[src/rtl/eagu_pkg.sv]
package eagu_pkg;

  typedef enum logic [2:0] {
    MODE_INH = 3'd0,
    MODE_IMM = 3'd1,
    MODE_DIR = 3'd2,
    MODE_EXT = 3'd3,
    MODE_IDX = 3'd4
  } ea_mode_e;

  typedef enum logic [1:0] {
    BASE_X  = 2'd0,
    BASE_Y  = 2'd1,
    BASE_SP = 2'd2,
    BASE_PC = 2'd3
  } base_sel_e;

  localparam int unsigned BASE_CNT = 4;

endpackage

[src/rtl/eagu_idx_decode.sv]
module eagu_idx_decode #(
  parameter int unsigned ADDR_W = 16,
  parameter int unsigned PB_W   = 8
) (
  input  logic [PB_W-1:0]   postbyte,
  output logic [1:0]        base_sel,
  output logic              is_auto,
  output logic              is_post,
  output logic [ADDR_W-1:0] offset
);
  localparam int unsigned OFS_W  = PB_W - 3;
  localparam int unsigned STEP_W = PB_W - 4;

  logic [OFS_W-1:0]  const_field;
  logic [STEP_W-1:0] step_field;
  logic [ADDR_W-1:0] const_ext;
  logic [ADDR_W-1:0] step_ext;

  assign base_sel    = postbyte[PB_W-1 -: 2];
  assign is_auto     = postbyte[PB_W-3];
  assign is_post     = postbyte[PB_W-4];
  assign const_field = postbyte[OFS_W-1:0];
  assign step_field  = postbyte[STEP_W-1:0];

  // constant form: signed offset, sign-extended to the address width
  assign const_ext = {{(ADDR_W-OFS_W){const_field[OFS_W-1]}}, const_field};

  // step form: upper half of the field code counts down, lower half counts up by code+1
  always_comb begin
    if (step_field[STEP_W-1]) begin
      step_ext = {{(ADDR_W-STEP_W){1'b1}}, step_field};
    end else begin
      step_ext = {{(ADDR_W-STEP_W){1'b0}}, step_field} + {{(ADDR_W-1){1'b0}}, 1'b1};
    end
  end

  assign offset = is_auto ? step_ext : const_ext;

endmodule

[src/rtl/eagu_ea_calc.sv]
module eagu_ea_calc
  import eagu_pkg::*;
#(
  parameter int unsigned ADDR_W = 16,
  parameter int unsigned BYTE_W = 8
) (
  input  logic [2:0]        mode,
  input  logic [ADDR_W-1:0] pc,
  input  logic [BYTE_W-1:0] op1,
  input  logic [BYTE_W-1:0] op2,
  input  logic [ADDR_W-1:0] reg_x,
  input  logic [ADDR_W-1:0] reg_y,
  input  logic [ADDR_W-1:0] reg_sp,
  output logic [ADDR_W-1:0] ea,
  output logic              ea_valid,
  output logic              wb_en,
  output logic [1:0]        wb_sel,
  output logic [ADDR_W-1:0] wb_value,
  output logic              err
);
  localparam logic [ADDR_W-1:0] IMM_BIAS = ADDR_W'(1);
  localparam logic [ADDR_W-1:0] IDX_BIAS = ADDR_W'(2);

  logic [1:0]        base_sel;
  logic              is_auto;
  logic              is_post;
  logic [ADDR_W-1:0] offset;
  logic [ADDR_W-1:0] bank [BASE_CNT];
  logic [ADDR_W-1:0] base;
  logic [ADDR_W-1:0] adjusted;

  eagu_idx_decode #(
    .ADDR_W (ADDR_W),
    .PB_W   (BYTE_W)
  ) u_decode (
    .postbyte (op1),
    .base_sel (base_sel),
    .is_auto  (is_auto),
    .is_post  (is_post),
    .offset   (offset)
  );

  for (genvar g = 0; g < BASE_CNT; g++) begin : g_bank
    if (g == int'(BASE_X)) begin : g_x
      assign bank[g] = reg_x;
    end else if (g == int'(BASE_Y)) begin : g_y
      assign bank[g] = reg_y;
    end else if (g == int'(BASE_SP)) begin : g_sp
      assign bank[g] = reg_sp;
    end else begin : g_pc
      assign bank[g] = pc + IDX_BIAS;
    end
  end

  assign base     = bank[base_sel];
  assign adjusted = base + offset;

  always_comb begin
    ea       = '0;
    ea_valid = 1'b0;
    wb_en    = 1'b0;
    wb_sel   = '0;
    wb_value = '0;
    err      = 1'b0;
    case (mode)
      MODE_INH: begin
      end
      MODE_IMM: begin
        ea       = pc + IMM_BIAS;
        ea_valid = 1'b1;
      end
      MODE_DIR: begin
        ea       = {{(ADDR_W-BYTE_W){1'b0}}, op1};
        ea_valid = 1'b1;
      end
      MODE_EXT: begin
        ea       = {op1, op2};
        ea_valid = 1'b1;
      end
      MODE_IDX: begin
        if (!is_auto) begin
          ea       = adjusted;
          ea_valid = 1'b1;
        end else if (base_sel == BASE_PC) begin
          err = 1'b1;
        end else begin
          ea       = is_post ? base : adjusted;
          ea_valid = 1'b1;
          wb_en    = 1'b1;
          wb_sel   = base_sel;
          wb_value = adjusted;
        end
      end
      default: begin
        err = 1'b1;
      end
    endcase
  end

endmodule

[src/rtl/eagu_out_reg.sv]
module eagu_out_reg #(
  parameter int unsigned DATA_W = 8
) (
  input  logic              clk,
  input  logic              rst_n,
  input  logic              in_valid,
  output logic              in_ready,
  input  logic [DATA_W-1:0] in_data,
  output logic              out_valid,
  input  logic              out_ready,
  output logic [DATA_W-1:0] out_data
);
  logic take;

  assign in_ready = !out_valid || out_ready;
  assign take     = in_valid && in_ready;

  always_ff @(posedge clk or negedge rst_n) begin
    if (!rst_n) begin
      out_valid <= 1'b0;
      out_data  <= '0;
    end else begin
      if (take) begin
        out_valid <= 1'b1;
        out_data  <= in_data;
      end else if (out_ready) begin
        out_valid <= 1'b0;
      end
    end
  end

  // stalled result frozen
  a_r2_hold_stable: assert property (@(posedge clk) disable iff (!rst_n)
    (out_valid && !out_ready) |=> (out_valid && $stable(out_data)));

  // a result only follows an accepted request
  a_r1_no_spurious: assert property (@(posedge clk) disable iff (!rst_n)
    $rose(out_valid) |-> $past(in_valid && in_ready));

endmodule

[src/rtl/eagu_top.sv]
module eagu_top
  import eagu_pkg::*;
#(
  parameter int unsigned ADDR_W = 16,
  parameter int unsigned BYTE_W = 8
) (
  input  logic              clk,
  input  logic              rst_n,
  input  logic              in_valid,
  output logic              in_ready,
  input  logic [2:0]        in_mode,
  input  logic [ADDR_W-1:0] in_pc,
  input  logic [BYTE_W-1:0] in_op1,
  input  logic [BYTE_W-1:0] in_op2,
  input  logic [ADDR_W-1:0] in_x,
  input  logic [ADDR_W-1:0] in_y,
  input  logic [ADDR_W-1:0] in_sp,
  output logic              out_valid,
  input  logic              out_ready,
  output logic [ADDR_W-1:0] out_ea,
  output logic              out_ea_valid,
  output logic              out_wb_en,
  output logic [1:0]        out_wb_sel,
  output logic [ADDR_W-1:0] out_wb_value,
  output logic              out_err
);
  localparam int unsigned RES_W = 2*ADDR_W + 5;

  logic [ADDR_W-1:0] c_ea;
  logic              c_ea_valid;
  logic              c_wb_en;
  logic [1:0]        c_wb_sel;
  logic [ADDR_W-1:0] c_wb_value;
  logic              c_err;
  logic [RES_W-1:0]  c_pack;
  logic [RES_W-1:0]  r_pack;

  eagu_ea_calc #(
    .ADDR_W (ADDR_W),
    .BYTE_W (BYTE_W)
  ) u_calc (
    .mode     (in_mode),
    .pc       (in_pc),
    .op1      (in_op1),
    .op2      (in_op2),
    .reg_x    (in_x),
    .reg_y    (in_y),
    .reg_sp   (in_sp),
    .ea       (c_ea),
    .ea_valid (c_ea_valid),
    .wb_en    (c_wb_en),
    .wb_sel   (c_wb_sel),
    .wb_value (c_wb_value),
    .err      (c_err)
  );

  assign c_pack = {c_ea, c_ea_valid, c_wb_en, c_wb_sel, c_wb_value, c_err};

  eagu_out_reg #(
    .DATA_W (RES_W)
  ) u_out (
    .clk       (clk),
    .rst_n     (rst_n),
    .in_valid  (in_valid),
    .in_ready  (in_ready),
    .in_data   (c_pack),
    .out_valid (out_valid),
    .out_ready (out_ready),
    .out_data  (r_pack)
  );

  assign {out_ea, out_ea_valid, out_wb_en, out_wb_sel, out_wb_value, out_err} = r_pack;

  // an error result carries no address and no write-back
  a_r10_err_no_wb: assert property (@(posedge clk) disable iff (!rst_n)
    (out_valid && out_err) |-> (!out_wb_en && !out_ea_valid));

  // immediate address is the byte after the opcode
  a_r4_imm_addr: assert property (@(posedge clk) disable iff (!rst_n)
    (in_valid && in_ready && in_mode == MODE_IMM) |=>
      (out_valid && out_ea_valid && out_ea == $past(in_pc) + ADDR_W'(1)));

  // extended address is the two operand bytes, high first
  a_r6_ext_addr: assert property (@(posedge clk) disable iff (!rst_n)
    (in_valid && in_ready && in_mode == MODE_EXT) |=>
      (out_ea == {$past(in_op1), $past(in_op2)}));

  // inherent requests produce no address, no write-back and no error
  a_r3_inh_quiet: assert property (@(posedge clk) disable iff (!rst_n)
    (in_valid && in_ready && in_mode == MODE_INH) |=>
      (!out_ea_valid && !out_wb_en && !out_err && out_ea == '0));

  // post-step on X returns the unadjusted X as address
  a_r9_post_x_addr: assert property (@(posedge clk) disable iff (!rst_n)
    (in_valid && in_ready && in_mode == MODE_IDX && in_op1[7:4] == 4'b0011) |=>
      (out_ea == $past(in_x) && out_wb_en && out_wb_sel == 2'd0));

endmodule

[config.mk]
export PLATFORM = sky130hd
export DESIGN_NAME = eagu_top
export DESIGN_NICKNAME = d
export VERILOG_FILES = /design/src/rtl/eagu_pkg.sv /design/src/rtl/eagu_idx_decode.sv /design/src/rtl/eagu_ea_calc.sv /design/src/rtl/eagu_out_reg.sv /design/src/rtl/eagu_top.sv
export SDC_FILE = /design/constraint.sdc
export NUM_CORES = 1
export LEC_CHECK = 0
export ABC_AREA = 1
export BUFFER_PORTS_ARGS = -buffer_cell sky130_fd_sc_hd__buf_2
export CAP_MARGIN = 0
export CORE_ASPECT_RATIO = 2
export CORE_UTILIZATION = 53
export CTS_CLUSTER_SIZE = 20
export DETAILED_ROUTE_END_ITERATION = 10
export PLACE_DENSITY = 0.93
export SLEW_MARGIN = 30
export SYNTH_ARGS = -nofsm -noshare
export SYNTH_HDL_FRONTEND = slang
export SYNTH_SLANG_ARGS = --single-unit
[constraint.sdc]
create_clock -name clk -period 1.65 [get_ports clk]
set_input_delay 0.0825 -clock clk [delete_from_list [all_inputs] [get_ports clk]]
set_output_delay 0.0825 -clock clk [all_outputs]
set_load 0.05 [all_outputs]
==> impl_metrics.json, run 1 <==
{
  "clock-sinks": 38,
  "io_buffers": 125,
  "start_util_pct": 55.0,
  "die_y_um": 125,
  "firstError": "[ERROR DPL-0033] detailed placement checks failed during check placement.",
  "cts_resized": 158,
  "ys_ff_latch": 38,
  "place_ws_ns": -1.09,
  "synth_ff_type": "dfrtp_1",
  "routabilityCongestion": 1.19,
  "yosys_warnings": 0,
  "yosysTopAreaCell": "dfrtp_1",
  "cts_buffers": 5,
  "root_buffer": "clkbuf_16",
  "die_width_um": 63.4,
  "ys_seq_area_share_pct": 23.8,
  "status": "aborted with a tool error",
  "syn-num-nets": 751,
  "hold_buffers": 1,
  "hpwl_um": 14700,
  "synthTopCellsByArea": "dfrtp_1 24%, nand2_1 20%, nand3_1 6.8%",
  "ios": 126,
  "synth_area_um2": 3990,
  "place_inst": 987,
  "cts_setup_buffers": 31,
  "synth_top_area_share_pct": 23.8,
  "rows": 44,
  "ys_async_sr_fraction_pct": 100,
  "synth_area_per_cell_um2": 6.20,
  "synth_edf_count": 0,
  "failed_stage": "4_1_cts",
  "syn_inst": 644,
  "clockBufferDepth": 2,
  "ys_types": 43,
  "htree_levels": 2
}
## kinds of logic after synthesis
group / share of synthesized area, %
buf+inv: 9.56
compound gates: 20.1
xor+xnor: 2.63
simple gates: 37.4
fa+ha+maj: 6.45
flops: 23.8
## synth_stat cells (all sizes together) (2+ instances only)
master / number
clkbuf: 5
xnor2: 3
o211ai: 2
a22o: 5
a21oi: 47
buf: 10
o21ai: 59
nand3b: 2
nor2: 45
o2111ai: 2
nand2: 220
inv: 77
a31oi: 3
nand4: 8
a32o: 2
ha: 19
or2: 2
dfrtp: 38
a221oi: 4
a22oi: 3
xor2: 9
nand3: 59
o21a: 2
o21bai: 2
a21o: 2
nor3: 2
o22ai: 5
clkinv: 2
## per-stage QoR
step | hold slack, ns | TNS, ns | util, % | area (µm²)
floorplan | -0.213 | -9.19 | - | 4290
global placement | -0.0142 | -21.33 | 82.9 | 6020
detailed placement | -0.0106 | -24.88 | 82.9 | 6020
==> run 2: changes to the inputs <==
CORE_ASPECT_RATIO = not set   (was 2)
CORE_UTILIZATION = 40   (was 53)
CTS_CLUSTER_SIZE = not set   (was 20)
PLACE_DENSITY = not set   (was 0.93)
PLACE_DENSITY_LB_ADDON = 0.15   (was not set)
==> impl_metrics.json, run 2 <==
{
  "status": "finished, violations left",
  "violations": "setup timing",
  "final_nets": 1035,
  "synthMuxAreaShare_pct": 0,
  "yosys_warnings": 0,
  "grt_pass1_wl_um": 27600,
  "crit_chain": "buf_12 -> ha_4 -> nand3_4 -> nor2_4 -> o21ai_1 -> o21ai_2 -> inv_2 -> ha_4 -> nand2_2 -> nor2_4 -> nand2_1 -> nand3b_1 -> xor2_2 -> nand2_1 -> nand2_1 -> nand2_1 -> nand2_1 -> nand2_1 -> nand2_1",
  "cp-end-kind": "flop",
  "wl_um": 18500,
  "synth_xor_area_share_pct": 2.63,
  "fin_crit_sh_pct": 137,
  "hold_viol": 0,
  "synth_edf_count": 0,
  "synthTopCellsByArea": "dfrtp_1 24%, nand2_1 20%, nand3_1 6.8%",
  "root_buffer": "clkbuf_8",
  "cts_buffers": 5,
  "largest_reg_flops": 37,
  "antenna_found_initial": 0,
  "final_cell_mix": "167 x nand2_1, 140 x buf_4, 118 x buf_2",
  "crit_type": "in -> reg",
  "ys_seq_area_share_pct": 23.8,
  "ys_async_sr_fraction_pct": 100,
  "ys_top_cells_by_count": "212 x nand2_1, 71 x inv_1, 54 x nand3_1",
  "die_area_um2": 10400,
  "drtAntennaViolNets": 0,
  "vdd_drop_max_v": 0.000639,
  "syn-num-nets": 751,
  "reg_top3": "u_out.out_data (37), u_out.out_valid (1)",
  "route.detailed.drc": 0,
  "rows": 36,
  "routabilityCongestion": 1.01,
  "htree_levels": 2,
  "synth_area_per_cell_um2": 6.20,
  "die_y_um": 102,
  "fin_crit_ns": 2.26,
  "synth_compound_area_share_pct": 20.1,
  "critPathLaunchType": "primary input",
  "met2_usage_pct": 60.1,
  "critical_path.most_common_cell": "nand2_1",
  "ios": 126,
  "yosys.area_share.adder_pct": 6.45,
  "vias": 5694,
  "dpl_cell_area_um2": 6070,
  "grt_usage_pct": 34.9,
  "layout_commonest_cell": "nand2_1",
  "clkTransAtPathRegs_ns": 0.08,
  "final_area_um2": 7340,
  "clk_latency_ns": 0.29,
  "fin_skew_ns": 0.00448,
  "use_met1_pct": 43.8,
  "grt-ovfl-total": 0,
  "final-max-slew-violation-count": 0,
  "viasPerCell": 5.36,
  "leakage_nw": 3.73,
  "synth_most_common_cell": "nand2_1",
  "max_stage_delay_ns": 0.31,
  "fin_hold_ws_ns": 0.0590,
  "io_buffers": 125,
  "wl_per_cell_um": 17.5,
  "max_slew.worst_pin.slew_ns": 0.794,
  "hold_class": "in -> reg",
  "finalWorstSetupSlack_ns": -0.615,
  "die_width_um": 102,
  "rsz0062_at_grt": "yes",
  "clockBufferDepth": 2,
  "max_freq_mhz": 442,
  "grt_use_met3_pct": 4.65,
  "worstPathRequired_ns": 1.88,
  "setup_violations": 26,
  "cap_violations": 0,
  "start_util_pct": 41.0,
  "busiest_layer": "met2",
  "synth_top_family_by_area": "simple AND/OR/NAND/NOR gates",
  "maxSlewHeadroom_pct": 47.1,
  "area_growth_pct": 83.8,
  "grt_pass1_vias": 5495,
  "yosys.area_share.simple_pct": 37.4,
  "powerDensity_nw_per_um2": 731,
  "diodes": 0,
  "cp_data_arrival_time_ns": 2.49,
  "grt_max_degree": 37,
  "drtIter0Drc": 386,
  "hpwl_um": 13900,
  "clock-sinks": 38,
  "ys_ff_latch": 38,
  "synth_top_area_share_pct": 23.8,
  "slowest_stage": "ha_4",
  "dr.pass1.iters": 5,
  "cp_max_fo": 4,
  "regMostFlops": "u_out.out_data",
  "ys_types": 43,
  "final_util_pct": 75.5,
  "synth_ff_type": "dfrtp_1",
  "drive_gt1_share_pct": 53.4,
  "synth_area_um2": 3990,
  "cts_tree": "yes",
  "yosysTopAreaCell": "dfrtp_1",
  "core_um2": 9730,
  "syn_inst": 644
}
## run 2: cell counts after synthesis
No cell type changed its count.
## run 2: where the power goes
part	switching (mW)	internal (mW)
Sequential	0.0469	1.01
Combinational	1.91	1.46
Clock	0.341	0.606
## run 2: cells by family (layout without fill, tap and decap cells)
| group | count (synthesis) | after routing |
|---|---|---|
| simple gates | 340 | 340 |
| compound gates | 140 | 140 |
| buf+inv | 94 | 379 |
| flops | 38 | 38 |
| fa+ha+maj | 20 | 20 |
| xor+xnor | 12 | 12 |
## run 2: final timing paths
kind	depth (start not counted)	slack [ns]	start	endpoint
max	19	-0.61	in_pc[1]	u_out.out_data[31]
min in group asynchronous	2	0.43	rst_n	u_out.out_data[22]
min	4	0.06	out_ready	u_out.out_valid
max in group asynchronous	3	0.66	rst_n	u_out.out_data[20]
min reg2reg	2	0.48	u_out.out_data[0]	u_out.out_data[0]
max reg2reg	7	0.26	u_out.out_valid	u_out.out_data[29]
## run 2: metal layers
metal	up-vias	wire length, µm	part of all wire (%)
met5	-	0	0
met3	69	1220	6.6
met2	289	8940	48
met1	2629	7580	41
met4	0	792	4.3
li1	2707	-	-
## run 2: critical path, delay by kind of cell
kind	cells	cell delay, ns
AOI/OAI and AO/OA	2	0.31
xor gates and xnor gates	1	0.25
adders and majority gates	2	0.49
buffers and inverters	2	0.19
and+or+nand+nor	12	1.14
## run 2: layout make-up
class	count	area [µm²]
multi-input cells	512	3690
inverters	79	325
well taps	133	166
clock buffers	5	68.8
clock inverters	3	68.8
fillers	725	2390
repair buffers	292	2070
flip-flops and latches	38	952
## run 2: metrics by stage
step                setup WS, ns  cells  power (mW)  TNS [ns]
finish                    -0.615   1062        5.37    -10.29
CTS                       -0.491   1054        4.97     -8.38
detailed placement         -1.16   1031        3.56    -25.22
floorplan                 -0.504    644        2.42     -9.19
global placement           -1.14   1031        3.53    -23.42
global route              -0.715   1062        5.61    -12.36
## run 2: timing repair
item / 4_1_cts / 5_1_grt
hold buffers: 1 / 0
resized for setup: 162 / 78
hold endpoints to repair: 35 / 0
endpoints found under the setup margin: 30 / 28
setup buffers: 17 / 11
pin swaps: 63 / 49
Note: power is estimated with default switching activity, not from simulation.
